===== config.mk =====
export PLATFORM = sky130hd
export DESIGN_NAME = host_reg_port
export DESIGN_NICKNAME = d
export VERILOG_FILES = /design/src/rtl/hrp_pkg.sv /design/src/rtl/hrp_ctrl.sv /design/src/rtl/hrp_regs.sv /design/src/rtl/host_reg_port.sv
export SDC_FILE = /design/constraint.sdc
export NUM_CORES = 1
export LEC_CHECK = 0
export BUFFER_PORTS_ARGS = -buffer_cell sky130_fd_sc_hd__buf_4
export CAP_MARGIN = 20
export CORE_ASPECT_RATIO = 0.75
export CORE_UTILIZATION = 50
export DETAILED_ROUTE_END_ITERATION = 8
export PLACE_DENSITY_LB_ADDON = 0.08
export SETUP_SLACK_MARGIN = 0.3
export SYNTH_ARGS = -nofsm -noshare
export SYNTH_HDL_FRONTEND = slang
export SYNTH_SLANG_ARGS = --single-unit

===== constraint.sdc =====
create_clock -name clk -period 2.9 [get_ports clk]
set_input_delay 0.145 -clock clk [delete_from_list [all_inputs] [get_ports clk]]
set_output_delay 0.145 -clock clk [all_outputs]
set_load 0.02 [all_outputs]

===== src/rtl/hrp_pkg.sv =====
package hrp_pkg;

  // Strobes from the frame sequencer to the register datapath.
  typedef struct packed {
    logic clear;     // select inactive: abandon frame
    logic bitIn;     // synchronised serial data bit
    logic shiftIn;   // accept bitIn into the frame shifter
    logic atHeader;  // this shift completes the header
    logic atEnd;     // this shift completes the frame
    logic outStart;  // first falling edge of the data phase
    logic outShift;  // later falling edges of the data phase
  } hrpStrobe_t;

  localparam logic [1:0] CHIP_CODE      = 2'b11;
  localparam logic [2:0] WRONLY_HEADER  = 3'b011;

  function automatic logic [7:0] regDefault(input int idx);
    case (idx)
      0:       return 8'h8F;
      3:       return 8'h81;
      4:       return 8'h04;
      default: return 8'h00;
    endcase
  endfunction

endpackage


===== src/rtl/hrp_ctrl.sv =====
module hrp_ctrl #(
  parameter int SYNC_STAGES = 2,
  parameter int FRAME_BITS  = 16,
  parameter int HEADER_BITS = 8
) (
  input  logic               clk,
  input  logic               pdnN,
  input  logic               csN,
  input  logic               sclk,
  input  logic               sdi,
  output hrp_pkg::hrpStrobe_t strobe
);
  localparam int CNT_W = $clog2(FRAME_BITS + 1);
  localparam logic [CNT_W-1:0] CNT_FULL = CNT_W'(FRAME_BITS);
  localparam logic [CNT_W-1:0] CNT_HDR  = CNT_W'(HEADER_BITS);

  logic [SYNC_STAGES-1:0] csPipe, clkPipe, datPipe;
  logic                   clkLast;
  logic [CNT_W-1:0]       bitCnt;
  logic                   csIdle, clkNow, riseEdge, fallEdge, canShift;

  always_ff @(posedge clk or negedge pdnN) begin
    if (!pdnN) begin
      csPipe  <= '1;
      clkPipe <= '0;
      datPipe <= '0;
      clkLast <= 1'b0;
    end else begin
      csPipe  <= {csPipe[SYNC_STAGES-2:0], csN};
      clkPipe <= {clkPipe[SYNC_STAGES-2:0], sclk};
      datPipe <= {datPipe[SYNC_STAGES-2:0], sdi};
      clkLast <= clkNow;
    end
  end

  assign csIdle   = csPipe[SYNC_STAGES-1];
  assign clkNow   = clkPipe[SYNC_STAGES-1];
  assign riseEdge = clkNow & ~clkLast;
  assign fallEdge = ~clkNow & clkLast;
  assign canShift = ~csIdle & riseEdge & (bitCnt < CNT_FULL);

  always_ff @(posedge clk or negedge pdnN) begin
    if (!pdnN)         bitCnt <= '0;
    else if (csIdle)   bitCnt <= '0;
    else if (canShift) bitCnt <= bitCnt + 1'b1;
  end

  always_comb begin
    strobe          = '0;
    strobe.clear    = csIdle;
    strobe.bitIn    = datPipe[SYNC_STAGES-1];
    strobe.shiftIn  = canShift;
    strobe.atHeader = canShift && (bitCnt == CNT_HDR - 1'b1);
    strobe.atEnd    = canShift && (bitCnt == CNT_FULL - 1'b1);
    strobe.outStart = ~csIdle && fallEdge && (bitCnt == CNT_HDR);
    strobe.outShift = ~csIdle && fallEdge && (bitCnt > CNT_HDR) && (bitCnt < CNT_FULL);
  end

  AST_CNT_SATURATES: assert property (@(posedge clk) disable iff (!pdnN)
    (bitCnt == CNT_FULL) |=> (bitCnt == CNT_FULL) || (bitCnt == '0));

endmodule


===== src/rtl/hrp_regs.sv =====
module hrp_regs #(
  parameter int ADDR_W     = 5,
  parameter int DATA_W     = 8,
  parameter int NUM_REGS   = 10,
  parameter int RSVD_ADDR  = 1,
  parameter int MODE_REG   = 2,
  parameter int MODE_BIT   = 2
) (
  input  logic                       clk,
  input  logic                       pdnN,
  input  hrp_pkg::hrpStrobe_t        strobe,
  output logic [NUM_REGS*DATA_W-1:0] regFlat,
  output logic                       sdo,
  output logic                       sdoOe
);
  localparam int HDR_BITS   = 3 + ADDR_W;
  localparam int FRAME_BITS = HDR_BITS + DATA_W;

  logic [FRAME_BITS-2:0] frameSr;
  logic [HDR_BITS-1:0]   hdrNow;
  logic [FRAME_BITS-1:0] wordNow;
  logic [1:0]            rdChip, wrChip;
  logic                  rdRw, wrRw, mode3, rdOk, wrHdrOk, wrHit, readGo;
  logic [ADDR_W-1:0]     rdAddr, wrAddr;
  logic [DATA_W-1:0]     wrData, rdByte, outSr;

  assign hdrNow  = {frameSr[HDR_BITS-2:0], strobe.bitIn};
  assign wordNow = {frameSr, strobe.bitIn};

  assign rdChip = hdrNow[HDR_BITS-1 -: 2];
  assign rdRw   = hdrNow[ADDR_W];
  assign rdAddr = hdrNow[ADDR_W-1:0];
  assign wrChip = wordNow[FRAME_BITS-1 -: 2];
  assign wrRw   = wordNow[FRAME_BITS-3];
  assign wrAddr = wordNow[DATA_W +: ADDR_W];
  assign wrData = wordNow[DATA_W-1:0];

  assign mode3   = regFlat[MODE_REG*DATA_W + MODE_BIT];
  assign wrHdrOk = mode3 ? ({wrChip, wrRw} == hrp_pkg::WRONLY_HEADER)
                         : ((wrChip == hrp_pkg::CHIP_CODE) && wrRw);
  assign rdOk    = !mode3 && (rdChip == hrp_pkg::CHIP_CODE) && !rdRw;
  assign wrHit   = strobe.atEnd && wrHdrOk;

  always_ff @(posedge clk or negedge pdnN) begin
    if (!pdnN)               frameSr <= '0;
    else if (strobe.shiftIn) frameSr <= wordNow[FRAME_BITS-2:0];
  end

  for (genvar i = 0; i < NUM_REGS; i++) begin : gReg
    if (i == RSVD_ADDR) begin : gRsvd
      assign regFlat[i*DATA_W +: DATA_W] = '0;
    end else begin : gStore
      logic [DATA_W-1:0] q;
      always_ff @(posedge clk or negedge pdnN) begin
        if (!pdnN) q <= DATA_W'(hrp_pkg::regDefault(i));
        else if (wrHit && (wrAddr == ADDR_W'(i))) q <= wrData;
      end
      assign regFlat[i*DATA_W +: DATA_W] = q;
    end
  end

  always_comb begin
    rdByte = '0;
    for (int i = 0; i < NUM_REGS; i++)
      if (rdAddr == ADDR_W'(i)) rdByte = regFlat[i*DATA_W +: DATA_W];
  end

  always_ff @(posedge clk or negedge pdnN) begin
    if (!pdnN) begin
      readGo <= 1'b0;
      sdoOe  <= 1'b0;
      outSr  <= '0;
    end else if (strobe.clear) begin
      readGo <= 1'b0;
      sdoOe  <= 1'b0;
    end else begin
      if (strobe.atHeader) begin
        readGo <= rdOk;
        outSr  <= rdByte;
      end
      if (strobe.outStart && readGo) sdoOe <= 1'b1;
      if (strobe.outShift && sdoOe)  outSr <= {outSr[DATA_W-2:0], 1'b0};
    end
  end

  assign sdo = sdoOe & outSr[DATA_W-1];

  AST_WRITE_AT_END: assert property (@(posedge clk) disable iff (!pdnN)
    !$stable(regFlat) |-> $past(strobe.atEnd));
  AST_QUIET_AFTER_CS: assert property (@(posedge clk) disable iff (!pdnN)
    strobe.clear |=> !sdoOe);
  AST_SDO_FALL_ONLY: assert property (@(posedge clk) disable iff (!pdnN)
    (sdoOe && $past(sdoOe) && !$past(strobe.outShift)) |-> $stable(sdo));
  AST_NO_READ_WRONLY: assert property (@(posedge clk) disable iff (!pdnN)
    (mode3 && strobe.outStart) |=> !sdoOe);

endmodule


===== src/rtl/host_reg_port.sv =====
module host_reg_port #(
  parameter int SYNC_STAGES = 2,
  parameter int ADDR_W      = 5,
  parameter int DATA_W      = 8,
  parameter int NUM_REGS    = 10,
  parameter int CS_BASE     = 4
) (
  input  logic                                clk,
  input  logic                                pdnN,
  input  logic                                csN,
  input  logic                                sclk,
  input  logic                                sdi,
  output logic                                sdo,
  output logic                                sdoOe,
  output logic [1:0]                          fmtSel,
  output logic                                powerOn,
  output logic                                runN,
  output logic                                wireMode3,
  output logic [1:0]                          inSel,
  output logic                                validity,
  output logic                                txEnable,
  output logic [(NUM_REGS-CS_BASE)*DATA_W-1:0] chanStatus
);
  localparam int FRAME_BITS = 3 + ADDR_W + DATA_W;
  localparam int HDR_BITS   = 3 + ADDR_W;

  hrp_pkg::hrpStrobe_t        strobe;
  logic [NUM_REGS*DATA_W-1:0] regFlat;
  logic                       unusedBits;

  hrp_ctrl #(
    .SYNC_STAGES(SYNC_STAGES), .FRAME_BITS(FRAME_BITS), .HEADER_BITS(HDR_BITS)
  ) uCtrl (
    .clk(clk), .pdnN(pdnN), .csN(csN), .sclk(sclk), .sdi(sdi), .strobe(strobe)
  );

  hrp_regs #(
    .ADDR_W(ADDR_W), .DATA_W(DATA_W), .NUM_REGS(NUM_REGS),
    .RSVD_ADDR(1), .MODE_REG(2), .MODE_BIT(2)
  ) uRegs (
    .clk(clk), .pdnN(pdnN), .strobe(strobe),
    .regFlat(regFlat), .sdo(sdo), .sdoOe(sdoOe)
  );

  assign runN       = regFlat[0];
  assign powerOn    = regFlat[1];
  assign fmtSel     = regFlat[3:2];
  assign inSel      = regFlat[2*DATA_W +: 2];
  assign wireMode3  = regFlat[2*DATA_W + 2];
  assign txEnable   = regFlat[3*DATA_W];
  assign validity   = regFlat[3*DATA_W + 1];
  assign chanStatus = regFlat[NUM_REGS*DATA_W-1 : CS_BASE*DATA_W];
  assign unusedBits = ^{regFlat[DATA_W-1:4], regFlat[2*DATA_W-1:DATA_W],
                        regFlat[3*DATA_W-1:2*DATA_W+3], regFlat[4*DATA_W-1:3*DATA_W+2]};

endmodule


### Word level (Yosys, flattened, before mapping)

Cells that the tools add are included.

* add/subtract/negate cells: 1
* $mul: 0
* divide/modulo/power cells: 0
* order comparisons: 2
* equal/unequal tests: 23
* shift operators: 0
* multiplexer cells: 19
* bitwise operators: 8
* reductions and logical operators: 30

Operator list (number)
* 8-bit 2-to-1 mux: 12
* 5-bit by 3-bit == test with 1-bit output (second input constant): 9
* 5-bit by 4-bit == test with 1-bit output (second input constant): 6
* 1-bit logical AND: 21
* 5-bit by 2-bit == test with 1-bit output (second input constant): 4
* 5-bit logical NOT: 2
* 5-bit 2-to-1 mux: 2
* 2-bit nonzero test: 4
* 5-bit by 1-bit adder with 5-bit output (second input constant): 1
* 1-bit bitwise AND: 5
* 5-bit by 1-bit == test with 1-bit output (second input constant): 1
* 5-bit by 4-bit > comparator with 1-bit output (second input constant): 1
* 5-bit < comparator (second input constant): 1
* 1-bit 2-to-1 mux: 5
* 2-bit == test (second input constant): 2
* 3-bit by 2-bit == test with 1-bit output (second input constant): 1
* 1-bit inverter: 3
* 1-bit logical NOT: 2
* 2-bit AND reduction: 1

* register bits after elaboration: 109
* latch bits: 0
* memory bits (writable): 0
* bits in read-only memories: 0
* bits of input ports: 5
* output and inout bits: 59
* logic and storage cells: 101
* memories kept: 0

### Logic depth before layout (Yosys ltp)

Gate-level depths: netlist of the first run.

* depth after elaboration: 13
* mapped depth: 8
* mapped depth without buffers: 7

### Cells and area by module

A second synthesis of the first run with hierarchy kept.

* cell total of the unflattened synthesis: 452
* area total of the unflattened synthesis: 5336.4 µm²

Modules (own cells, without submodules)
* hrp_regs: instances 1, cells each 405, area each 4770.8 µm², seq. area each 2437.3 µm²
* hrp_ctrl: instances 1, cells each 47, area each 565.5 µm², seq. area each 302.8 µm²

### Worst setup path after synthesis of the first run

OpenSTA, ideal clock, no wires.

* kind: reg2reg
* start point: reg uCtrl.bitCnt[0]
* end point: reg uRegs.gReg[5].gStore.q[0]
* library setup time: 0.125 ns
* data arrival time: 2.017 ns
* data required time: 2.775 ns
* path slack: 0.758 ns
* cell stages (with the launch flop): 7
* period minus slack after synthesis: 2.142 ns
* path through: dfrtp_1 -> ha_1 -> and3_1 -> ha_1 -> nand3_1 -> nor4_4 -> mux2_2

* cells in the longest elaborated chain, start to end: 5
* elaborated cells between the ends (all ways): 6
* classes of those cells: 1 x order compare; 1 x eq/ne; 1 x bitwise; 3 x reduce/logical

Ends and longest elaborated chain
* from (decl): line hrp_ctrl.sv:19 `logic [CNT_W-1:0] bitCnt;`
* from (signal assigned): line hrp_ctrl.sv:45 `else if (canShift) bitCnt <= bitCnt + 1'b1;`
* 5-bit < comparator: line hrp_ctrl.sv:40 `assign canShift = ~csIdle & riseEdge & (bitCnt < CNT_FULL);`
* 1-bit bitwise AND: line hrp_ctrl.sv:40
* 1-bit logical AND *: line hrp_ctrl.sv:54 `strobe.atEnd = canShift && (bitCnt == CNT_FULL - 1'b1);`
* 1-bit logical AND *: line hrp_regs.sv:42 `assign wrHit = strobe.atEnd && wrHdrOk;`
* 1-bit logical AND *: line hrp_regs.sv:56 `else if (wrHit && (wrAddr == ADDR_W'(i))) q <= wrData;`
* to (signal assigned): line hrp_regs.sv:55 `if (!pdnN) q <= DATA_W'(hrp_pkg::regDefault(i));`
* to (signal assigned): line hrp_regs.sv:56
* to (decl): line hrp_regs.sv:53 `logic [DATA_W-1:0] q;`

Mark *: on every way between the ends. The rest lies on a longest branch, timed or not.
A chain may end at the register's enable or synchronous reset.

### Worst setup path in the final report of the first run

* start point: reg uCtrl.bitCnt[0]
* end point: reg uRegs.gReg[9].gStore.q[5]

* cells in the longest elaborated chain, start to end: 5
* elaborated cells between the ends (all ways): 6
* classes of those cells: 1 x order compare; 1 x eq/ne; 1 x bitwise; 3 x reduce/logical

Ends and longest elaborated chain (line)
* 5-bit < comparator: hrp_ctrl.sv:40
* 1-bit bitwise AND: hrp_ctrl.sv:40
* 1-bit logical AND *: hrp_ctrl.sv:54
* 1-bit logical AND *: hrp_regs.sv:42
* 1-bit logical AND *: hrp_regs.sv:56
* to (signal assigned): hrp_regs.sv:55
* to (signal assigned): hrp_regs.sv:56
* to (decl): hrp_regs.sv:53

Marked as above.

==> impl_metrics.toml, run 1 <==
[status]
outcome = "completed"

[sta]
rsz0062_at_grt = "no"
worst_pin_slew_ns = 0.876
setup_ws_ns = 0.544
fin_skew_ns = 0.00603
setup_viol = 0
period_share_pct = 81.2
finalCriticalPeriod_ns = 2.36
hold_viol_final = 0
relSlewSlack_pct = 41.6
tns_ns = 0
slew_viol_final = 0
timing.fmax_mhz = 424

[job]
max-cap-violations = 0

[route]
vias = 3717
drt_wl_total_um = 13500
ant_nets = 0
viasPerCell = 5.89
route.detailed.drc = 0
route.met3.wl_um = 891
routed.top_layer = "met4"
dr.first_iter.drc_count = 365
drt-pass1-iter-count = 5
wl_met1_um = 6720
wl_per_cell_um = 21.4
wl_met2_um = 5660

[clock_network]
cts_tree = "yes"
cts_sinks = 109
cts_buffer_depth = 2
h-tree-depth = 3
cts.reportedPaths.clkPinSlew_ns = 0.07
root_buffer = "clkbuf_16"
clk_latency_ns = 0.35
numCtsBuffers = 9

[critical_path]
worst-path-max-fanout = 8
cp-end-kind = "flip-flop"
worstPathArrival_ns = 2.59
worstSetupPathType = "flip-flop to flip-flop"
cpMostUsedCell = "ha_1"
worstPathRequired_ns = 3.13
start_kind = "flip-flop"
cpPeakStageDelay_ns = 0.57
r2r_cells = 6
path_cells = "ha_1 > and3_1 > ha_1 > nand3_2 > nor4_4 > mux2_2"
slowest_stage = "nor4_4"

[synth]
syn-cell-area_um2 = 5590
ys_types = 59
ys_seq_area_share_pct = 49.0
yosysWarnings = 0
synth_edf_count = 0
ys_async_sr_fraction_pct = 100
synth_seq_cells = 109
synthFlopType = "dfrtp_1"
synth_cells = 472
syn_nets = 480
syn-mean-instance-area_um2 = 11.8

[layout]
drive_above_1_share_pct = 42.6
nets = 494
diodes = 0
final_cell_mix = "dfrtp_1 (99), mux2_2 (87), buf_4 (76)"
final_common_cell = "dfrtp_1"
stdcell_count = 631
syn_to_final_growth_pct = 12.0

[die]
dieHeight_um = 93.5
core_um2 = 10900
die_x_um = 124
pin_count = 64
die_area_um2 = 11600
row_count = 33
start_util_pct = 51.3

[global_routing]
first_global_vias = 3623
grt_remaining_overflow = 0
grt_pass1_wl_um = 21200
track_usage_pct = 25.4
grt_max_degree = 65
antenna_found_initial = 0

[place]
numPortBuffers = 63
dp.cells = 611
pre_cts_ws_ns = 0.376
place.gp.congestion = 0.784
hpwlAfterDp_um = 9260

[power_and_ir_drop]
power_uw = 3720
power_density_nw_per_um2 = 595
leakagePower_uw = 0.00304
peakVddDrop_mv = 0.381

[hold_path]
hold_path.class = "input port to asynchronous set/reset pin"
==> logic make-up after synthesis <==
logic type               after synthesis  synth area share [%]
flip-flops                           109                  49.0
AND/OR/NAND/NOR                      104                  12.7
multiplexers                          94                  18.8
buffers and inverters                 87                  9.56
AO/OA/AOI/OAI                         71                  8.62
XOR/XNOR                               4                 0.627
adder cells (fa/ha/maj)                3                 0.672
==> metal layers <==
| metal | GRT usage, % | vias up |
|---|---|---|
| met2 | 34.4 | 125 |
| met5 | 0 | - |
| li1 | - | 1672 |
| met4 | 8.04 | 0 |
| met1 | 39.6 | 1901 |
| met3 | 5.79 | 19 |
==> area by class of cell <==
| cell class | instances | area, um2 |
|---|---|---|
| Fill cell | 916 | 4640 |
| Tap cell | 140 | 175 |
| Sequential cell | 109 | 2740 |
| Timing Repair Buffer | 82 | 651 |
| Clock buffer | 10 | 229 |
| Inverter | 8 | 30.0 |
| Clock inverter | 6 | 111 |
| Multi-Input combinational cell | 276 | 2320 |
==> Yosys cell counts, types with 3 or more instances <==
master,instances,area share [%]
buf_1,3,0.20
o22ai_1,5,0.56
nand2_1,16,1.1
a211oi_1,4,0.54
a31oi_1,4,0.45
buf_4,53,7.1
nor4_4,4,1.5
dfstp_2,10,4.7
nor3_1,9,0.81
a221oi_1,4,0.63
nand2b_1,4,0.45
or3_1,3,0.34
nor3b_1,5,0.67
nand3b_1,4,0.54
o21ai_0,14,1.3
ha_1,3,0.67
nor2_1,22,1.5
mux2i_1,6,1.1
dfrtp_1,99,44
xor2_1,3,0.47
mux2_2,87,18
a22o_1,4,0.63
inv_1,8,0.54
a21o_1,3,0.40
a221o_1,4,0.72
nand2_4,4,0.81
clkbuf_1,16,1.1
a21oi_1,13,1.2
nor2b_1,4,0.45
a22oi_1,3,0.40
nand3_1,5,0.45
and3_1,4,0.45
buf_2,7,0.63
==> power by group <==
| part | total [uW] | switching, uW | internal [uW] |
|---|---|---|---|
| Sequential | 1770 | 201 | 1570 |
| Clock | 1400 | 553 | 845 |
| Combinational | 552 | 327 | 225 |
| Total | 3720 | 1080 | 2640 |
==> state kept, by name, indices dropped and copies added, names as in the netlist <==
register,cells
uRegs.sdoOe,1
uRegs.gReg.gStore.q,72
uCtrl.clkLast,1
uCtrl.clkPipe,2
uCtrl.datPipe,2
uCtrl.csPipe,2
uRegs.outSr,8
uRegs.readGo,1
uCtrl.bitCnt,5
uRegs.frameSr,15
==> critical path: cells and delay by family (launching register included) <==
kind | cells | cell delay [ns]
and+or+nand+nor | 3 | 0.99
adders and majority gates | 2 | 0.41
DFF | 1 | 0.41
muxes | 1 | 0.41
==> per-stage QoR <==
stage / hold slack, ns / util [%] / area [um2]
after global routing: 0.369 / 57.4 / 6260
after global placement: 0.196 / 53.8 / 5870
after CTS: 0.356 / 57.3 / 6250
after detailed placement: 0.198 / 53.8 / 5870
after floorplan: -0.151 / - / 5590
final: 0.345 / 57.4 / 6260
==> final timing paths <==
check	end	slack, ns	from
max	uRegs.gReg[9].gStore.q[5]$_DFFE_PN0P_	0.54	uCtrl.bitCnt[0]$_DFFE_PN0P_
min	uRegs.readGo$_DFFE_PN0P_	0.35	pdnN
max reg2reg	uRegs.gReg[9].gStore.q[5]$_DFFE_PN0P_	0.54	uCtrl.bitCnt[0]$_DFFE_PN0P_
min reg2reg	uCtrl.datPipe[1]$_DFF_PN0_	0.36	uCtrl.datPipe[0]$_DFF_PN0_
max in group asynchronous	uRegs.gReg[4].gStore.q[2]$_DFFE_PN1P_	1.76	pdnN
min in group clk	uCtrl.datPipe[1]$_DFF_PN0_	0.36	uCtrl.datPipe[0]$_DFF_PN0_
==> timing repair <==
action / CTS / global route
gates resized for setup: 0 / 2
hold endpoints to repair: 43 / 0
hold buffers: 4 / 0
buffers inserted: 0 / 0
endpoints found under the setup margin: 0 / 41
Power figures use the tool's default switching activity.
==> run 2: changes to the inputs <==
Clock period 2.9 ns to 2.4 ns, I/O delays scaled along.
==> impl_metrics.toml, run 2 (synthesis results as in run 1) <==
[critical_path]
worst-path-max-fanout = 8
worstPathArrival_ns = 2.25
start_kind = "flip-flop"
cp-end-kind = "flip-flop"
crit_cells = 8
r2r-start = "uCtrl.bitCnt[1]$_DFFE_PN0P_"
rrSetupSlack_ns = 0.39
cp_top_family = "simple AND/OR/NAND/NOR gates"
reg2reg_to = "uRegs.gReg[2].gStore.q[1]$_DFFE_PN0P_"
cpPeakStageDelay_ns = 0.42
slowest_stage = "dfrtp_1"
worstSetupPathType = "flip-flop to flip-flop"
critPathBufInv = 1
worstPathRequired_ns = 2.63
r2r_cells = 8
path_cells = "ha_4 > and3_1 > ha_1 > nand3_4 > nor3_4 > buf_6 > nand3b_4 > mux2_2"

[global_routing]
antenna_found_initial = 0
first_global_vias = 3785
grt_remaining_overflow = 0
track_usage_pct = 25.4
grt_pass1_wl_um = 21400
grt_max_degree = 41

[die]
die_area_um2 = 11600
start_util_pct = 51.3
die_x_um = 124
dieHeight_um = 93.5
core_um2 = 10900
pin_count = 64
row_count = 33

[layout]
top_regs = "uRegs.gReg.gStore.q: 72 flops, uRegs.frameSr: 15 flops, uRegs.outSr: 8 flops"
syn_to_final_growth_pct = 14.9
register_area_um2 = 2750
diodes = 0
largest_reg_flops = 72
multiInputGateArea_um2 = 2390
top_register = "uRegs.gReg.gStore.q"
final_cell_mix = "dfrtp_1 (96), buf_4 (88), mux2_2 (87)"
final_common_cell = "dfrtp_1"
drive_above_1_share_pct = 46.5
finalCoreUtilization_pct = 58.9
fillers = 904
nets = 510

[job]
max-cap-violations = 0

[place]
hpwlAfterDp_um = 9600
numPortBuffers = 63
place.gp.congestion = 0.812

[status]
outcome = "completed"

[clock_network]
root_buffer = "clkbuf_16"
cts_buffer_depth = 2
cts_sinks = 109
h-tree-depth = 3
numCtsBuffers = 9
clk_latency_ns = 0.35
cts_tree = "yes"
cts.reportedPaths.clkPinSlew_ns = 0.07

[sta]
rsz0062_at_grt = "no"
fin_skew_ns = 0.00622
hold-worst-slack_ns = 0.294
slew_viol_final = 0
tns_ns = 0
period_share_pct = 84.0
worst_pin_slew_ns = 0.727
timing.fmax_mhz = 496
setup_viol = 0
hold_viol_final = 0
relSlewSlack_pct = 51.5
finalCriticalPeriod_ns = 2.01

[power_and_ir_drop]
power_density_nw_per_um2 = 678
power_uw = 4350
leakagePower_uw = 0.00314
peakVddDrop_mv = 0.492

[route]
drt_wl_total_um = 13400
wl_per_cell_um = 20.7
route.detailed.drc = 0
ant_nets = 0
drt-pass1-iter-count = 4
dr.first_iter.drc_count = 252
vias = 3745
viasPerCell = 5.79

[hold_path]
hold_path.class = "input port to asynchronous set/reset pin"
-- run 2: cell type report --
class	instances	area share, %
sequential	109	42.8
multi-input combinational	276	37.2
timing repair buffer	98	12.2
clock buffer	10	3.57
tap	140	2.73
clock inverter	6	0.994
inverter	8	0.468
-- run 2: per-layer routing --
layer | track usage, % | routed length [um] | part of all wire [%]
met4 | 9.42 | 299 | 2.2
met5 | 0 | 0 | 0
met3 | 6.28 | 747 | 5.6
met2 | 35.5 | 5760 | 43
met1 | 37.6 | 6570 | 49
-- run 2: power by group --
| part | total, uW | leakage, uW | switching [uW] | internal (uW) |
|---|---|---|---|---|
| registers | 2120 | 0.00146 | 214 | 1910 |
| clock network | 1480 | 0.000138 | 673 | 808 |
| logic | 748 | 0.00154 | 447 | 302 |
-- run 2: worst max path at each step --
stage	start	to
global route	uCtrl.bitCnt[1]$_DFFE_PN0P_	uRegs.gReg[2].gStore.q[1]$_DFFE_PN0P_
global placement	uCtrl.bitCnt[0]$_DFFE_PN0P_	uRegs.gReg[2].gStore.q[2]$_DFFE_PN0P_
finish	uCtrl.bitCnt[1]$_DFFE_PN0P_	uRegs.gReg[2].gStore.q[1]$_DFFE_PN0P_
detailed placement	uCtrl.bitCnt[0]$_DFFE_PN0P_	uRegs.gReg[2].gStore.q[2]$_DFFE_PN0P_
floorplan	uCtrl.bitCnt[0]$_DFFE_PN0P_	uRegs.gReg[7].gStore.q[0]$_DFFE_PN0P_
CTS	uCtrl.bitCnt[1]$_DFFE_PN0P_	uRegs.gReg[2].gStore.q[1]$_DFFE_PN0P_
-- run 2: through the flow --
step                setup WS, ns  instance area [um2]  std cells
floorplan                  0.387                 5590        472
global placement           0.153                 5950        621
detailed placement         0.115                 5950        621
CTS                        0.319                 6370        647
global route               0.303                 6420        647
finish                     0.385                 6420        647
-- run 2: repair_timing --
action,CTS,global route
endpoints found under the setup margin,70,75
hold buffers,4,0
buffers inserted,6,0
resized for setup,6,16
hold endpoints to repair,36,0
gates cloned,0,0
pin swaps,4,3
==> run 3: changes to the inputs <==
Clock period 2.4 ns to 1.65 ns, I/O delays scaled along.
==> impl_metrics.toml, run 3 (synthesis results as in run 1) <==
[status]
outcome = "complete, but fails checks"
violations = "negative setup slack"

[critical_path]
worst-path-max-fanout = 8
slowest_stage = "dfrtp_1"
path_cells = "nor4b_4 > nand2_4 > buf_4 > nor4_4 > buf_12 > mux2_4"
worstPathRequired_ns = 1.89
cp-end-kind = "flip-flop"
worstSetupPathType = "flip-flop to flip-flop"
worstPathArrival_ns = 2.26
cpPeakStageDelay_ns = 0.43
start_kind = "flip-flop"

[clock_network]
cts.reportedPaths.clkPinSlew_ns = 0.07
h-tree-depth = 3
cts_sinks = 109
cts_tree = "yes"
root_buffer = "clkbuf_16"
cts_buffer_depth = 2
clk_latency_ns = 0.35
numCtsBuffers = 9

[die]
pin_count = 64
core_um2 = 10900
die_x_um = 124
die_area_um2 = 11600
start_util_pct = 51.3
dieHeight_um = 93.5
row_count = 33

[hold_path]
hold_path.class = "input port to asynchronous set/reset pin"

[route]
ant_nets = 0
vias = 4110
drt_wl_total_um = 14700
drt-pass1-iter-count = 4
route.detailed.drc = 0
dr.first_iter.drc_count = 227
viasPerCell = 5.65
wl_per_cell_um = 20.3

[layout]
top_regs = "uRegs.gReg.gStore.q: 72 flops, uRegs.frameSr: 15 flops, uRegs.outSr: 8 flops"
final_cell_mix = "buf_4 (150), dfrtp_1 (97), mux2_2 (48)"
nets = 591
largest_reg_flops = 72
top_register = "uRegs.gReg.gStore.q"
finalCoreUtilization_pct = 68.7
fillers = 786
final_common_cell = "buf_4"
multiInputGateArea_um2 = 2720
diodes = 0
drive_above_1_share_pct = 58.8
register_area_um2 = 2740
syn_to_final_growth_pct = 34.0

[sta]
setup_viol = 96
fin_skew_ns = 0.00602
slew_viol_final = 0
timing.fmax_mhz = 493
rsz0062_at_grt = "yes"
finalCriticalPeriod_ns = 2.03
period_share_pct = 123
relSlewSlack_pct = 70.5
hold_viol_final = 0
setup_ws_ns = -0.378
tns_ns = -26.73
worst_pin_slew_ns = 0.443

[global_routing]
grt_pass1_wl_um = 22800
grt_remaining_overflow = 0
first_global_vias = 4071
grt_max_degree = 72
antenna_found_initial = 0
track_usage_pct = 26.6

[power_and_ir_drop]
p_int_uw = 5020
peakVddDrop_mv = 0.794
leakagePower_uw = 0.00368
p_switching_uw = 2070
p_sw_share_pct = 29.2
pwr-share-clk_pct = 32.7
pwr-share-comb_pct = 27.0
power_density_nw_per_um2 = 947
pwr-share-seq_pct = 40.3

[place]
place.gp.congestion = 0.839
hpwlAfterDp_um = 10100
numPortBuffers = 63

[job]
max-cap-violations = 0
==> run 3: area by class of cell <==
type                            instances  area share, %
Clock buffer                           11           3.24
Clock inverter                          4          0.969
Sequential cell                       109           36.6
Inverter                                8          0.434
Multi-Input combinational cell        276           36.4
Tap cell                              140           2.34
Timing Repair Buffer                  179           20.0
==> run 3: path summary, 6_finish.rpt <==
kind,slack [ns],depth (start not counted),startpoint,endpoint
worst max register to register,-0.38,6,uCtrl.clkLast$_DFF_PN0_,uRegs.gReg[5].gStore.q[4]$_DFFE_PN0P_
min in group clk,0.35,0,uCtrl.csPipe[0]$_DFF_PN1_,uCtrl.csPipe[1]$_DFF_PN1_
max in group asynchronous,0.93,3,pdnN,uRegs.gReg[0].gStore.q[1]$_DFFE_PN1P_
worst min-delay path,0.07,2,pdnN,uRegs.gReg[9].gStore.q[0]$_DFFE_PN0P_
worst max-delay path,-0.38,6,uCtrl.clkLast$_DFF_PN0_,uRegs.gReg[5].gStore.q[4]$_DFFE_PN0P_
worst min register to register,0.35,0,uCtrl.csPipe[0]$_DFF_PN1_,uCtrl.csPipe[1]$_DFF_PN1_
==> run 3: per-layer routing <==
layer  wire length [um]  up-vias  GRT usage (%)
met4                252        0           7.54
met5                  0        -              0
met3                654       21           4.57
met1               7230     2099           41.4
li1                   -     1874              -
met2               6600      116           37.5
==> run 3: per-stage QoR <==
stage | setup WS, ns | hold WS [ns] | total power, uW | cell area, um2 | instances
final | -0.378 | 0.0694 | 7090 | 7490 | 727
after global placement | -0.326 | -0.110 | 4530 | 6570 | 685
after CTS | -0.327 | 0.0636 | 7000 | 7240 | 711
after detailed placement | -0.365 | -0.110 | 4540 | 6570 | 685
after global routing | -0.450 | 0.0830 | 7360 | 7490 | 727
after floorplan | -0.367 | -0.213 | 3720 | 5730 | 472
==> run 3: power groups by stage <==
| stage | Combinational, uW | Sequential [uW] | Clock [uW] |
|---|---|---|---|
| final | 1910 | 2860 | 2320 |
| after global routing | 2040 | 2870 | 2450 |
| after CTS | 1780 | 2860 | 2360 |
| after detailed placement | 1630 | 2910 | 0 |
| after global placement | 1630 | 2900 | 0 |
| after floorplan | 844 | 2870 | 0 |
==> run 3: worst max-delay path: cells and delay by family, from the launching register on <==
family | cells | cell delay (ns)
buffers and inverters | 2 | 0.36
flip-flops | 1 | 0.43
multiplexers | 1 | 0.30
AND/OR/NAND/NOR | 3 | 0.82
==> run 3: timing repair <==
| item | 4_1_cts | 5_1_grt |
|---|---|---|
| hold endpoints to repair | 102 | 0 |
| resized for setup | 65 | 32 |
| pin swaps | 12 | 18 |
| hold buffers | 4 | 0 |
| endpoints found under the setup margin | 99 | 100 |
| cloned | 1 | 0 |
| setup buffers | 6 | 16 |
